**src/rtl/lbk_pkg.sv**
```systemverilog
`timescale 1ns/1ps
package lbk_pkg;
   typedef enum logic [2:0] {
      PATH_THRU    = 3'd0,
      PATH_ANALOG  = 3'd1,
      PATH_DIGITAL = 3'd2,
      PATH_CAL_SEL = 3'd3,
      PATH_CAL_REF = 3'd4
   } path_e;

   localparam int unsigned REG_TEST = 0;
   localparam int unsigned REG_CHLB = 1;
   localparam int unsigned REG_CAL  = 2;
   localparam int unsigned REG_HOST = 3;

   localparam int unsigned TEST_ANA_BIT = 0;
   localparam int unsigned TEST_DIG_BIT = 1;
   localparam int unsigned CAL_EN_BIT   = 0;
   localparam int unsigned CAL_SEL_LSB  = 4;
   localparam int unsigned HOST_ST_BIT  = 0;
endpackage

```
**src/rtl/lbk_regs.sv**
```systemverilog
`timescale 1ns/1ps
module lbk_regs #(
   parameter int NCH  = 8,
   parameter int DW   = 8,
   parameter int AW   = 3,
   parameter int SELW = 3
) (
   input  logic            clk,
   input  logic            rst_n,
   input  logic            frame_tick,
   input  logic            wr_en,
   input  logic [AW-1:0]   addr,
   input  logic [DW-1:0]   wdata,
   output logic [DW-1:0]   rd_data,
   output logic            act_ana,
   output logic            act_dig,
   output logic [NCH-1:0]  act_mask,
   output logic            act_cal_en,
   output logic [SELW-1:0] act_sel,
   output logic            act_st
);
   import lbk_pkg::*;

   logic            sh_ana, sh_dig, sh_cal_en, sh_st;
   logic [NCH-1:0]  sh_mask;
   logic [SELW-1:0] sh_sel;

   // shadow copy: written by software, read back immediately
   always_ff @(posedge clk or negedge rst_n) begin
      if (!rst_n) begin
         sh_ana    <= 1'b0;
         sh_dig    <= 1'b0;
         sh_mask   <= '0;
         sh_cal_en <= 1'b0;
         sh_sel    <= '0;
         sh_st     <= 1'b0;
      end else if (wr_en) begin
         case (addr)
            AW'(REG_TEST): begin
               sh_ana <= wdata[TEST_ANA_BIT];
               sh_dig <= wdata[TEST_DIG_BIT];
            end
            AW'(REG_CHLB): sh_mask <= wdata[NCH-1:0];
            AW'(REG_CAL): begin
               sh_cal_en <= wdata[CAL_EN_BIT];
               sh_sel    <= wdata[CAL_SEL_LSB +: SELW];
            end
            AW'(REG_HOST): sh_st <= wdata[HOST_ST_BIT];
            default: ;
         endcase
      end
   end

   // active copy: loaded only on a frame boundary
   always_ff @(posedge clk or negedge rst_n) begin
      if (!rst_n) begin
         act_ana    <= 1'b0;
         act_dig    <= 1'b0;
         act_mask   <= '0;
         act_cal_en <= 1'b0;
         act_sel    <= '0;
         act_st     <= 1'b0;
      end else if (frame_tick) begin
         act_ana    <= sh_ana;
         act_dig    <= sh_dig;
         act_mask   <= sh_mask;
         act_cal_en <= sh_cal_en;
         act_sel    <= sh_sel;
         act_st     <= sh_st;
      end
   end

   always_comb begin
      rd_data = '0;
      case (addr)
         AW'(REG_TEST): begin
            rd_data[TEST_ANA_BIT] = sh_ana;
            rd_data[TEST_DIG_BIT] = sh_dig;
         end
         AW'(REG_CHLB): rd_data[NCH-1:0] = sh_mask;
         AW'(REG_CAL): begin
            rd_data[CAL_EN_BIT]            = sh_cal_en;
            rd_data[CAL_SEL_LSB +: SELW]   = sh_sel;
         end
         AW'(REG_HOST): rd_data[HOST_ST_BIT] = sh_st;
         default: ;
      endcase
   end
endmodule

```
**src/rtl/lbk_arbiter.sv**
```systemverilog
`timescale 1ns/1ps
module lbk_arbiter #(
   parameter int NCH    = 8,
   parameter int SELW   = 3,
   parameter int REF_CH = 4
) (
   input  logic                         act_ana,
   input  logic                         act_dig,
   input  logic [NCH-1:0]               act_mask,
   input  logic                         act_cal_en,
   input  logic [SELW-1:0]              act_sel,
   input  logic                         act_st,
   output lbk_pkg::path_e [NCH-1:0]     mode
);
   import lbk_pkg::*;

   logic cal_ok;
   // a request naming the reference channel itself is dropped
   assign cal_ok = act_cal_en && (act_sel != SELW'(REF_CH));

   for (genvar c = 0; c < NCH; c++) begin : g_ch
      localparam bit IS_REF = (c == REF_CH);
      logic sel_hit;
      assign sel_hit = cal_ok && (act_sel == SELW'(c));
      always_comb begin
         if (act_st)                       mode[c] = PATH_THRU;
         else if (sel_hit)                 mode[c] = PATH_CAL_SEL;
         else if (cal_ok && IS_REF)        mode[c] = PATH_CAL_REF;
         else if (act_ana)                 mode[c] = PATH_ANALOG;
         else if (act_dig || act_mask[c])  mode[c] = PATH_DIGITAL;
         else                              mode[c] = PATH_THRU;
      end
   end
endmodule

```
**src/rtl/lbk_xbar.sv**
```systemverilog
`timescale 1ns/1ps
module lbk_xbar #(
   parameter int NCH    = 8,
   parameter int SW     = 16,
   parameter int SELW   = 3,
   parameter int REF_CH = 4
) (
   input  lbk_pkg::path_e [NCH-1:0] mode,
   input  logic [SELW-1:0]          cal_sel,
   input  logic [NCH*SW-1:0]        dn_in,
   input  logic [NCH*SW-1:0]        up_in,
   output logic [NCH*SW-1:0]        dn_out,
   output logic [NCH*SW-1:0]        up_out
);
   import lbk_pkg::*;

   logic [SW-1:0] dn_a [NCH];
   logic [SW-1:0] up_a [NCH];
   logic [SW-1:0] sel_dn;
   logic [SW-1:0] ref_up;

   for (genvar c = 0; c < NCH; c++) begin : g_unpack
      assign dn_a[c] = dn_in[c*SW +: SW];
      assign up_a[c] = up_in[c*SW +: SW];
   end

   assign sel_dn = dn_a[cal_sel];
   assign ref_up = up_a[REF_CH];

   for (genvar c = 0; c < NCH; c++) begin : g_route
      always_comb begin
         dn_out[c*SW +: SW] = dn_a[c];
         up_out[c*SW +: SW] = up_a[c];
         case (mode[c])
            PATH_ANALOG:  dn_out[c*SW +: SW] = up_a[c];
            PATH_DIGITAL: up_out[c*SW +: SW] = dn_a[c];
            PATH_CAL_SEL: up_out[c*SW +: SW] = ref_up;
            PATH_CAL_REF: dn_out[c*SW +: SW] = sel_dn;
            default: ;
         endcase
      end
   end
endmodule

```
**src/rtl/lbk_host_loop.sv**
```systemverilog
`timescale 1ns/1ps
module lbk_host_loop #(
   parameter int NHS = 16,
   parameter int OW  = 1
) (
   input  logic              st,
   input  logic [NHS*OW-1:0] tx_in,
   input  logic [NHS*OW-1:0] rx_in,
   output logic [NHS*OW-1:0] tx_out,
   output logic [NHS*OW-1:0] rx_out
);
   assign tx_out = tx_in;
   for (genvar s = 0; s < NHS; s++) begin : g_stream
      assign rx_out[s*OW +: OW] = st ? tx_in[s*OW +: OW] : rx_in[s*OW +: OW];
   end
endmodule

```
**src/rtl/chan_loopback_ctrl.sv**
```systemverilog
`timescale 1ns/1ps
module chan_loopback_ctrl #(
   parameter int NCH    = 8,
   parameter int SW     = 16,
   parameter int OW     = 1,
   parameter int DW     = 8,
   parameter int AW     = 3,
   parameter int REF_CH = 4,
   localparam int NHS   = 2 * NCH,
   localparam int SELW  = (NCH > 1) ? $clog2(NCH) : 1
) (
   input  logic              clk,
   input  logic              rst_n,
   input  logic              frame_tick,
   input  logic              wr_en,
   input  logic [AW-1:0]     addr,
   input  logic [DW-1:0]     wdata,
   output logic [DW-1:0]     rd_data,
   input  logic [NCH*SW-1:0] ch_dn_in,
   input  logic [NCH*SW-1:0] ch_up_in,
   output logic [NCH*SW-1:0] ch_dn_out,
   output logic [NCH*SW-1:0] ch_up_out,
   input  logic [NHS*OW-1:0] hs_tx_in,
   input  logic [NHS*OW-1:0] hs_rx_in,
   output logic [NHS*OW-1:0] hs_tx_out,
   output logic [NHS*OW-1:0] hs_rx_out
);
   import lbk_pkg::*;

   if (NCH > DW) begin : g_bad_nch
      $error("channel count exceeds register width");
   end
   if (REF_CH >= NCH) begin : g_bad_ref
      $error("reference channel out of range");
   end
   if (CAL_SEL_LSB + SELW > DW) begin : g_bad_sel
      $error("calibration select field does not fit");
   end
   if (AW < 2) begin : g_bad_aw
      $error("address too narrow for four registers");
   end

   logic            act_ana, act_dig, act_cal_en, act_st;
   logic [NCH-1:0]  act_mask;
   logic [SELW-1:0] act_sel;
   path_e [NCH-1:0] mode;

   lbk_regs #(.NCH(NCH), .DW(DW), .AW(AW), .SELW(SELW)) u_regs (
      .clk(clk), .rst_n(rst_n), .frame_tick(frame_tick),
      .wr_en(wr_en), .addr(addr), .wdata(wdata), .rd_data(rd_data),
      .act_ana(act_ana), .act_dig(act_dig), .act_mask(act_mask),
      .act_cal_en(act_cal_en), .act_sel(act_sel), .act_st(act_st)
   );

   lbk_arbiter #(.NCH(NCH), .SELW(SELW), .REF_CH(REF_CH)) u_arb (
      .act_ana(act_ana), .act_dig(act_dig), .act_mask(act_mask),
      .act_cal_en(act_cal_en), .act_sel(act_sel), .act_st(act_st),
      .mode(mode)
   );

   lbk_xbar #(.NCH(NCH), .SW(SW), .SELW(SELW), .REF_CH(REF_CH)) u_xbar (
      .mode(mode), .cal_sel(act_sel),
      .dn_in(ch_dn_in), .up_in(ch_up_in),
      .dn_out(ch_dn_out), .up_out(ch_up_out)
   );

   lbk_host_loop #(.NHS(NHS), .OW(OW)) u_host (
      .st(act_st), .tx_in(hs_tx_in), .rx_in(hs_rx_in),
      .tx_out(hs_tx_out), .rx_out(hs_rx_out)
   );
endmodule

```
**config.mk**
```make
export PLATFORM = sky130hd
export DESIGN_NAME = chan_loopback_ctrl
export DESIGN_NICKNAME = d
export VERILOG_FILES = /design/src/rtl/lbk_pkg.sv /design/src/rtl/lbk_regs.sv /design/src/rtl/lbk_arbiter.sv /design/src/rtl/lbk_xbar.sv /design/src/rtl/lbk_host_loop.sv /design/src/rtl/chan_loopback_ctrl.sv
export SDC_FILE = /design/constraint.sdc
export NUM_CORES = 1
export LEC_CHECK = 0
export BUFFER_PORTS_ARGS = -buffer_cell sky130_fd_sc_hd__buf_2
export CORE_AREA = 2 2 230 232
export DETAILED_ROUTE_END_ITERATION = 8
export DIE_AREA = 0 0 232 234
export GPL_ROUTABILITY_DRIVEN = 0
export PLACE_DENSITY = 0.36
export REMOVE_ABC_BUFFERS = 1
export SLEW_MARGIN = 20
export SYNTH_ARGS = -nofsm -noshare
export SYNTH_HDL_FRONTEND = slang
export SYNTH_SLANG_ARGS = --single-unit
export TNS_END_PERCENT = 10
```
**constraint.sdc**
```tcl
create_clock -name clk -period 2.5 [get_ports clk]
set_clock_uncertainty 0.2 [all_clocks]
set_input_delay 0.5 -clock clk [delete_from_list [all_inputs] [get_ports clk]]
set_output_delay 0.5 -clock clk [all_outputs]
set_load 0.01 [all_outputs]
```
==> results of run 1 <==
cell usage after synthesis, drive strengths merged:
cell / count
mux2: 154
nand2: 72
a221o: 64
buf: 59
nor2b: 53
o21ai: 43
nor2: 37
a22oi: 36
clkbuf: 35
dfrtp: 30
nor3: 22
inv: 21
nand2b: 21
a21oi: 19
mux4: 17
and2: 16
mux2i: 16
o22ai: 16
a21o: 15
a22o: 15
and3: 4
o21bai: 4
o21a: 3
nand3: 2
nand4bb: 2
nor3b: 2
o221a: 2
a221oi: 1
a311oi: 1
a31oi: 1
and2b: 1
and4b: 1
nand3b: 1
nand4: 1
nand4b: 1
nor4: 1
o211a: 1
o221ai: 1
or2: 1
or4b: 1
layer usage:
metal | part of all wire, % | track usage, % | vias to the layer above
li1 | - | - | 4258
met2 | 49 | 30.3 | 468
met5 | 0.025 | 0 | -
met1 | 43 | 22.8 | 4590
met3 | 5.5 | 1.93 | 73
met4 | 2.8 | 4.95 | 2
worst min path at each step:
| stage | slack (ns) | end | cells after the start | from |
|---|---|---|---|---|
| after floorplan | 0.004 | u_regs.act_ana$_DFFE_PN0P_ | 0 | rst_n |
| after global placement | 0.30 | u_regs.act_mask[7]$_DFFE_PN0P_ | 1 | u_regs.act_mask[7]$_DFFE_PN0P_ |
| after detailed placement | 0.30 | u_regs.act_mask[7]$_DFFE_PN0P_ | 1 | u_regs.act_mask[7]$_DFFE_PN0P_ |
| after CTS | 0.10 | u_regs.sh_mask[5]$_DFFE_PN0P_ | 1 | rst_n |
| after global routing | 0.13 | u_regs.sh_mask[7]$_DFFE_PN0P_ | 1 | rst_n |
| final | 0.08 | u_regs.sh_mask[5]$_DFFE_PN0P_ | 1 | rst_n |
layout make-up:
class / instances / area (um^2) / area share (%)
multi-input cells: 648 / 5710 / 47.1
repair buffers: 712 / 4550 / 37.6
well taps: 688 / 861 / 7.10
flip-flops and latches: 30 / 757 / 6.24
clock buffers: 6 / 139 / 1.15
inverters: 21 / 78.8 / 0.650
clock inverters: 2 / 12.5 / 0.103
diodes: 5 / 12.5 / 0.103
sequential cells by signal, indices dropped and copies added, names as in the netlist:
name,cells
u_regs.sh_ana,1
u_regs.act_st,1
u_regs.act_cal_en,1
u_regs.sh_st,1
u_regs.act_mask,8
u_regs.act_sel,3
u_regs.sh_sel,3
u_regs.sh_mask,8
u_regs.sh_cal_en,1
u_regs.act_dig,1
u_regs.sh_dig,1
u_regs.act_ana,1
repair_timing:
item                       CTS  global route
setup buffers               11             2
gates resized for setup    106            69
setup endpoints to repair  256           256
pin swaps                    0            13
gates cloned                 2             1
cell families after synthesis:
kind of cell	count (synthesis)	share of synthesized area (%)
AO/OA/AOI/OAI	222	26.2
flip-flops	30	11.5
AND/OR/NAND/NOR	239	19.0
multiplexers	187	34.9
buffers and inverters	115	8.45
cells in the final DEF (no fill, tap or decap), types with 17 or more instances in the layout:
master / count
buf_2: 579
mux2_2: 125
nand2_1: 69
a221o_1: 64
buf_4: 58
nor2b_1: 47
buf_12: 39
buf_6: 33
mux2_4: 29
a22oi_1: 26
dfrtp_1: 25
o21ai_1: 23
nor2_1: 22
inv_1: 21
o21ai_0: 17
mux4_2: 17
nand2b_1: 17
power breakdown:
part           internal (uW)  leakage [uW]  switching [uW]
clock                    393     0.0000729             215
combinational           3420       0.00543            3830
sequential               606      0.000356             128
total                   4420       0.00586            4170
per-stage QoR:
stage / worst slack (ns) / util, %
floorplan: -1.03 / -
global placement: -0.196 / 21.3
detailed placement: -0.192 / 21.3
CTS: -0.381 / 22.8
global route: -0.427 / 23.3
finish: -0.376 / 23.3
worst register-to-register path: cells and delay by family (launching register included):
| kind | cells | cell delay (ns) |
|---|---|---|
| buf+inv | 3 | 0.56 |
| flops | 1 | 0.45 |
| compound gates | 1 | 0.10 |
==> impl_metrics.toml, run 1 <==
[run_status]
status = "finished with violations"
violations = "setup timing"

[pwr]
p_leak_uw = 0.00586
power.total_uw = 8590
max-vdd-ir-drop_v = 0.000253
powerDensity_mw_per_mm2 = 709

[finish]
fillers = 5818
final_cell_count_no_fill = 2112
layout-drive-gt1-share_pct = 68.1
layout.nets = 1721
stdcell_area_mm2 = 0.0121
syn2layout_area_growth_pct = 85.7

[cts]
htreeDepth = 2
cts_made_buffers = 5
cts_tree = "built"
clk_latency_ns = 0.28
clkSinkCount = 30
cts_max_path_buffers = 2
root_buffer = "clkbuf_16"
cts.clk_slew.worst_paths_ns = 0.05
hold_buffers = 0

[global_route]
grt_pass1_vias = 9464
grt_overflow = 0
grt_max_degree = 31
antenna_found_initial = 9
grt_pass1_wl_um = 68400
grt_usage_pct = 17.5

[logic_synthesis]
synth_area_mm2 = 0.00653
ys_seq_elements = 30
synth_area_leaders = "mux2_2, dfrtp_1, a221o_1"
synth_cell_type_count = 48
syn_inst = 793
syn_area_per_cell_um2 = 8.23
synth_area_leader_cell = "mux2_2"
synth_top_area_share_pct = 26.6
synth-seq-area-share_pct = 11.5
synth-warning-count = 0

[worst_setup_path]
startpoint_type = "flip-flop"
r2r-start = "u_regs.act_sel[0]$_DFFE_PN0P_"
cp.arrival_ns = 2.18
r2r_end = "u_regs.act_sel[0]$_DFFE_PN0P_"
critical_path_class = "flip-flop to primary output"
path_cells = "or4b_4, a21oi_4, buf_12, nor2b_1, a221o_1, buf_2"
crit_start = "u_regs.act_sel[2]$_DFFE_PN0P_"
critPathSlowestCell = "or4b_4"
critPathCapture = "ch_up_out[5]"
critPathTopFamily = "simple AND/OR/NAND/NOR gates"
crit_buf_inv = 2
cp_data_required_time_ns = 1.80
r2r_setup_slack_ns = 1.06
crit_cells = 6
cpPeakStageDelay_ns = 0.58
reg2regPathDepth = 4
critPathMaxFanout = 16
critPathCaptureType = "primary output"

[route]
avgViaCountPerCell = 4.45
ant_nets = 0
drc = 0
wl_per_cell_um = 24.3
drt_wl_total_um = 51300
vias = 9391
drt-pass1-iter-count = 5
first_iter_violations = 491

[floorplanning]
core_region_area_mm2 = 0.0520
rows = 84
start_util_pct = 12.5
die_x_um = 232
dieHeight_um = 234
pin_count = 599
dieArea_mm2 = 0.0543

[hold_path]
hold_path_class = "input port to async pin"

[timing]
relSlewSlack_pct = 52.0
fmax_mhz = 348
finalMaxSlewViolations = 0
finalHoldViolCount = 0
finalSetupViolations = 256
worst_slack_ns = -0.376
hold_slack_ns = 0.0829
tightest_slew_ns = 0.720
rsz0062_at_grt = "yes"
period_needed_ns = 2.88
fin_crit_sh_pct = 115
setup-tns-final_ns = -57.33

[placed_design]
dp.cells = 2085
port-buffer-count = 598
dpl_cell_area_mm2 = 0.0111
dp.final_hpwl_um = 41500

[job]
maxCapViolCount = 0
Power figures use the tool's default switching activity.
==> run 2, diff against run 1 <==
CORE_AREA = 2 2 235 237   (was 2 2 230 232)
DIE_AREA = 0 0 237 239   (was 0 0 232 234)
PLACE_DENSITY = 0.35   (was 0.36)
clock period = 3.4 ns   (was 2.5 ns; I/O delays follow)
==> impl_metrics.toml, run 2 (synthesized netlist as in run 1, its figures left out) <==
[run_status]
status = "completed"

[timing]
period_needed_ns = 3.28
fmax_mhz = 305
setup-tns-final_ns = 0
rsz0062_at_grt = "no"
tightest_slew_ns = 0.714
fin_crit_sh_pct = 96.3
finalSetupViolations = 0
finalMaxSlewViolations = 0
finalHoldViolCount = 0
relSlewSlack_pct = 52.4

[global_route]
grt_pass1_wl_um = 69000
grt_overflow = 0
grt_max_degree = 33
grt_pass1_vias = 9212
antenna_found_initial = 5
grt_usage_pct = 16.7

[worst_setup_path]
path_cells = "or4b_4, a21oi_4, buf_4, nor2b_1, a221o_1, buf_2"
critPathMaxFanout = 16
reg2regPathDepth = 3
startpoint_type = "flip-flop"
critical_path_class = "flip-flop to primary output"
crit_cells = 6
r2r_setup_slack_ns = 1.97
cp.arrival_ns = 2.40
critPathTopFamily = "simple AND/OR/NAND/NOR gates"
r2r_end = "u_regs.act_sel[1]$_DFFE_PN0P_"
critPathSlowestCell = "or4b_4"
cp_data_required_time_ns = 2.52
r2r-start = "u_regs.act_sel[1]$_DFFE_PN0P_"
cpPeakStageDelay_ns = 0.63
crit_buf_inv = 2
critPathCaptureType = "primary output"

[pwr]
p_leak_uw = 0.00502
max-vdd-ir-drop_v = 0.000195
powerDensity_mw_per_mm2 = 505

[floorplanning]
rows = 86
pin_count = 599
dieHeight_um = 239
core_region_area_mm2 = 0.0543
die_x_um = 237
start_util_pct = 12.0
dieArea_mm2 = 0.0566

[cts]
clk_latency_ns = 0.27
cts_made_buffers = 5
cts.clk_slew.worst_paths_ns = 0.05
htreeDepth = 2
root_buffer = "clkbuf_16"
clkSinkCount = 30
cts_max_path_buffers = 2
hold_buffers = 0
cts_tree = "built"

[placed_design]
dpl_cell_area_mm2 = 0.0103
dp.final_hpwl_um = 42500
port-buffer-count = 598
dp.cells = 2039

[route]
drt-pass1-iter-count = 5
avgViaCountPerCell = 4.46
wl_per_cell_um = 24.6
first_iter_violations = 455
ant_nets = 0
vias = 9143
drc = 0
drt_wl_total_um = 50500

[finish]
stdcell_area_mm2 = 0.0105
fillers = 6195
fin_util_pct = 19.3
mostFrequentLayoutCells = "buf_2, mux2_2, nand2_1, a221o_1, nor2b_1"
final_cell_count_no_fill = 2051
layout-drive-gt1-share_pct = 63.0
layout.nets = 1648
final_common_cell = "buf_2"
syn2layout_area_growth_pct = 60.4
reg_top3 = "u_regs.act_mask (8), u_regs.sh_mask (8)"

[job]
maxCapViolCount = 0

[hold_path]
hold_path_class = "input port to async pin"
[run 2: worst max-delay path by stage]
| stage | from | end | slack [ns] |
|---|---|---|---|
| floorplan | u_regs.act_sel[0]$_DFFE_PN0P_ | ch_up_out[80] | -0.31 |
| global placement | u_regs.act_ana$_DFFE_PN0P_ | ch_up_out[43] | 0.28 |
| detailed placement | u_regs.act_ana$_DFFE_PN0P_ | ch_up_out[40] | 0.22 |
| CTS | u_regs.act_ana$_DFFE_PN0P_ | ch_up_out[126] | 0.007 |
| global route | u_regs.act_sel[0]$_DFFE_PN0P_ | ch_up_out[33] | 0.03 |
| finish | u_regs.act_sel[2]$_DFFE_PN0P_ | ch_up_out[1] | 0.12 |
[run 2: worst reg2reg max path, cell delays in order, from the launching register on]
cell     delay, ns
dfrtp_2       0.45
buf_4         0.39
inv_1         0.14
o21ai_0       0.17
[run 2: power breakdown]
group          switching, uW  internal, uW  total (uW)
clock                    144           271         416
sequential               121           443         564
combinational           2510          1800        4310
total                   2780          2510        5290
[run 2: stage by stage]
| step | hold slack [ns] | setup WS [ns] | total power [uW] |
|---|---|---|---|
| after CTS | 0.288 | 0.00748 | 5320 |
| after global placement | 0.299 | 0.277 | 4890 |
| after detailed placement | 0.297 | 0.223 | 4880 |
| after global routing | 0.312 | 0.0280 | 5620 |
| after floorplan | 0.184 | -0.306 | 2740 |
| final | 0.263 | 0.124 | 5290 |
[run 2: repair_timing]
item | in CTS | in global routing
endpoints found under the setup margin | 39 | 47
pin swaps | 0 | 1
gates resized for setup | 3 | 5
buffers inserted | 0 | 3
[run 2: per-layer routing]
metal,global-route usage (%),vias to the layer above,part of all wire (%)
met3,2.53,61,6.1
met5,0,-,0.042
met2,30.8,457,51
met4,3.93,4,2.1
met1,20.2,4526,41
li1,-,4095,-
[run 2: area by class of cell]
| class | instances | area, um^2 | share of cell area, % |
|---|---|---|---|
| well taps | 704 | 881 | 8.41 |
| clock buffers | 8 | 136 | 1.30 |
| repair buffers | 639 | 3320 | 31.7 |
| inverters | 21 | 78.8 | 0.753 |
| diodes | 1 | 2.50 | 0.0239 |
| flip-flops and latches | 30 | 753 | 7.19 |
| multi-input cells | 648 | 5310 | 50.7 |
==> run 3, diff against run 2 <==
CTS_BUF_LIST = sky130_fd_sc_hd__clkbuf_8   (was unset)
==> impl_metrics.toml, run 3 (synthesized netlist as in run 1, its figures left out) <==
[worst_setup_path]
critPathMaxFanout = 16
crit_start = "u_regs.act_sel[2]$_DFFE_PN0P_"
critPathSlowestCell = "or4b_4"
cpPeakStageDelay_ns = 0.63
critical_path_class = "flip-flop to primary output"
path_cells = "or4b_4, a21oi_4, buf_4, nor2b_1, a221o_1, buf_2"
critPathTopFamily = "simple AND/OR/NAND/NOR gates"
cp.arrival_ns = 2.42
r2r-start = "u_regs.act_sel[1]$_DFFE_PN0P_"
crit_buf_inv = 2
cp_data_required_time_ns = 2.52
critPathCaptureType = "primary output"
startpoint_type = "flip-flop"

[pwr]
p_int_uw = 2380
p_leak_uw = 0.00501
max-vdd-ir-drop_v = 0.000167
powerDensity_mw_per_mm2 = 493
power_frac_seq_pct = 10.9
switching_share_pct = 53.7
power_frac_clock_pct = 5.2
pwr-share-comb_pct = 83.9
switchingPower_uw = 2760

[placed_design]
dp_slack_ns = 0.223
dpl_cell_area_mm2 = 0.0103
port-buffer-count = 598
dp.final_hpwl_um = 42500

[timing]
tightest_slew_ns = 0.717
rsz0062_at_grt = "no"
finalMaxSlewViolations = 0
worst_slack_ns = 0.0951
relSlewSlack_pct = 52.2
finalSetupViolations = 0
period_needed_ns = 3.30
fmax_mhz = 303
hold_slack_ns = 0.251
finalHoldViolCount = 0
fin_crit_sh_pct = 97.2

[route]
drt_wl_total_um = 50500
ant_nets = 0
drc = 0
wl_per_cell_um = 24.6
first_iter_violations = 468
avgViaCountPerCell = 4.45
drt-pass1-iter-count = 5
vias = 9123

[floorplanning]
dieArea_mm2 = 0.0566
dieHeight_um = 239
die_x_um = 237
rows = 86
pin_count = 599
core_region_area_mm2 = 0.0543
start_util_pct = 12.0

[finish]
layout.nets = 1648
stdcell_area_mm2 = 0.0104
reg_top3 = "u_regs.act_mask (8), u_regs.sh_mask (8)"
layout-drive-gt1-share_pct = 63.0
syn2layout_area_growth_pct = 59.6
mostFrequentLayoutCells = "buf_2, mux2_2, nand2_1, a221o_1, nor2b_1"
final_common_cell = "buf_2"

[cts]
cts_max_path_buffers = 2
root_buffer = "clkbuf_8"
hold_buffers = 0
clk_latency_ns = 0.28
htreeDepth = 2
cts_tree = "built"
cts.clk_slew.worst_paths_ns = 0.06
cts_made_buffers = 5
clkSinkCount = 30

[run_status]
status = "completed"

[global_route]
grt_overflow = 0
grt_pass1_wl_um = 68900
antenna_found_initial = 5
grt_usage_pct = 16.7
grt_max_degree = 33
grt_pass1_vias = 9212

[hold_path]
hold_path_class = "input port to async pin"

[job]
maxCapViolCount = 0
run 3: changes by cell type in the layout (fill, tap and decap cells not counted):
cell | previous run | this run
clkbuf_1 | 3 | 0
clkbuf_16 | 5 | 0
clkbuf_8 | 0 | 5
inv_1 | 21 | 24
run 3: worst paths after layout:
check,end,slack [ns],depth (start not counted)
max in group asynchronous,u_regs.act_sel[1]$_DFFE_PN0P_,2.24,1
min in group clk,u_regs.act_mask[7]$_DFFE_PN0P_,0.31,1
max,ch_up_out[1],0.1,6
min,u_regs.sh_mask[3]$_DFFE_PN0P_,0.25,1
min reg2reg,u_regs.act_mask[7]$_DFFE_PN0P_,0.31,1
max reg2reg,u_regs.act_sel[1]$_DFFE_PN0P_,1.96,3
run 3: final cells by class:
class / instances / area (um^2)
diodes: 1 / 2.50
clock buffers: 5 / 68.8
clock inverters: 3 / 11.3
fillers: 6205 / 43900
inverters: 21 / 78.8
multi-input cells: 648 / 5310
flip-flops and latches: 30 / 753
well taps: 704 / 881
repair buffers: 639 / 3320
run 3: layer usage:
layer	part of all wire [%]	global-route usage, %	up-vias
met3	6.2	2.53	59
met1	41	20.2	4509
met4	2.1	3.93	4
met5	0.053	0	-
met2	51	30.8	458
li1	-	-	4093
run 3: stage by stage:
step	utilization, %	total power [uW]	cells	setup TNS, ns
after CTS	19.1	5170	2047	0
after floorplan	-	2740	699	-22.74
after global placement	18.9	4890	2039	0
final	19.2	5140	2051	0
after detailed placement	18.9	4880	2039	0
after global routing	19.2	5470	2051	0
run 3: power by group through the flow:
| stage | clock network, uW | registers [uW] | logic [uW] |
|---|---|---|---|
| 3_3_place_gp | 0 | 563 | 4330 |
| 5_1_grt | 290 | 579 | 4600 |
| 4_1_cts | 274 | 559 | 4340 |
| 2_1_floorplan | 0 | 590 | 2150 |
| 6_report | 266 | 563 | 4310 |
| 3_5_place_dp | 0 | 565 | 4310 |
run 3: worst register-to-register path: stages (launching register included):
cell and delay [ns]:
dfrtp_2 0.46, buf_4 0.39, inv_1 0.14, o21ai_0 0.17
run 3: timing repair:
item / CTS / global route
gates resized for setup: 4 / 4
cloned: 0 / 0
buffers inserted: 0 / 3
pin swaps: 0 / 1
setup endpoints to repair: 49 / 38
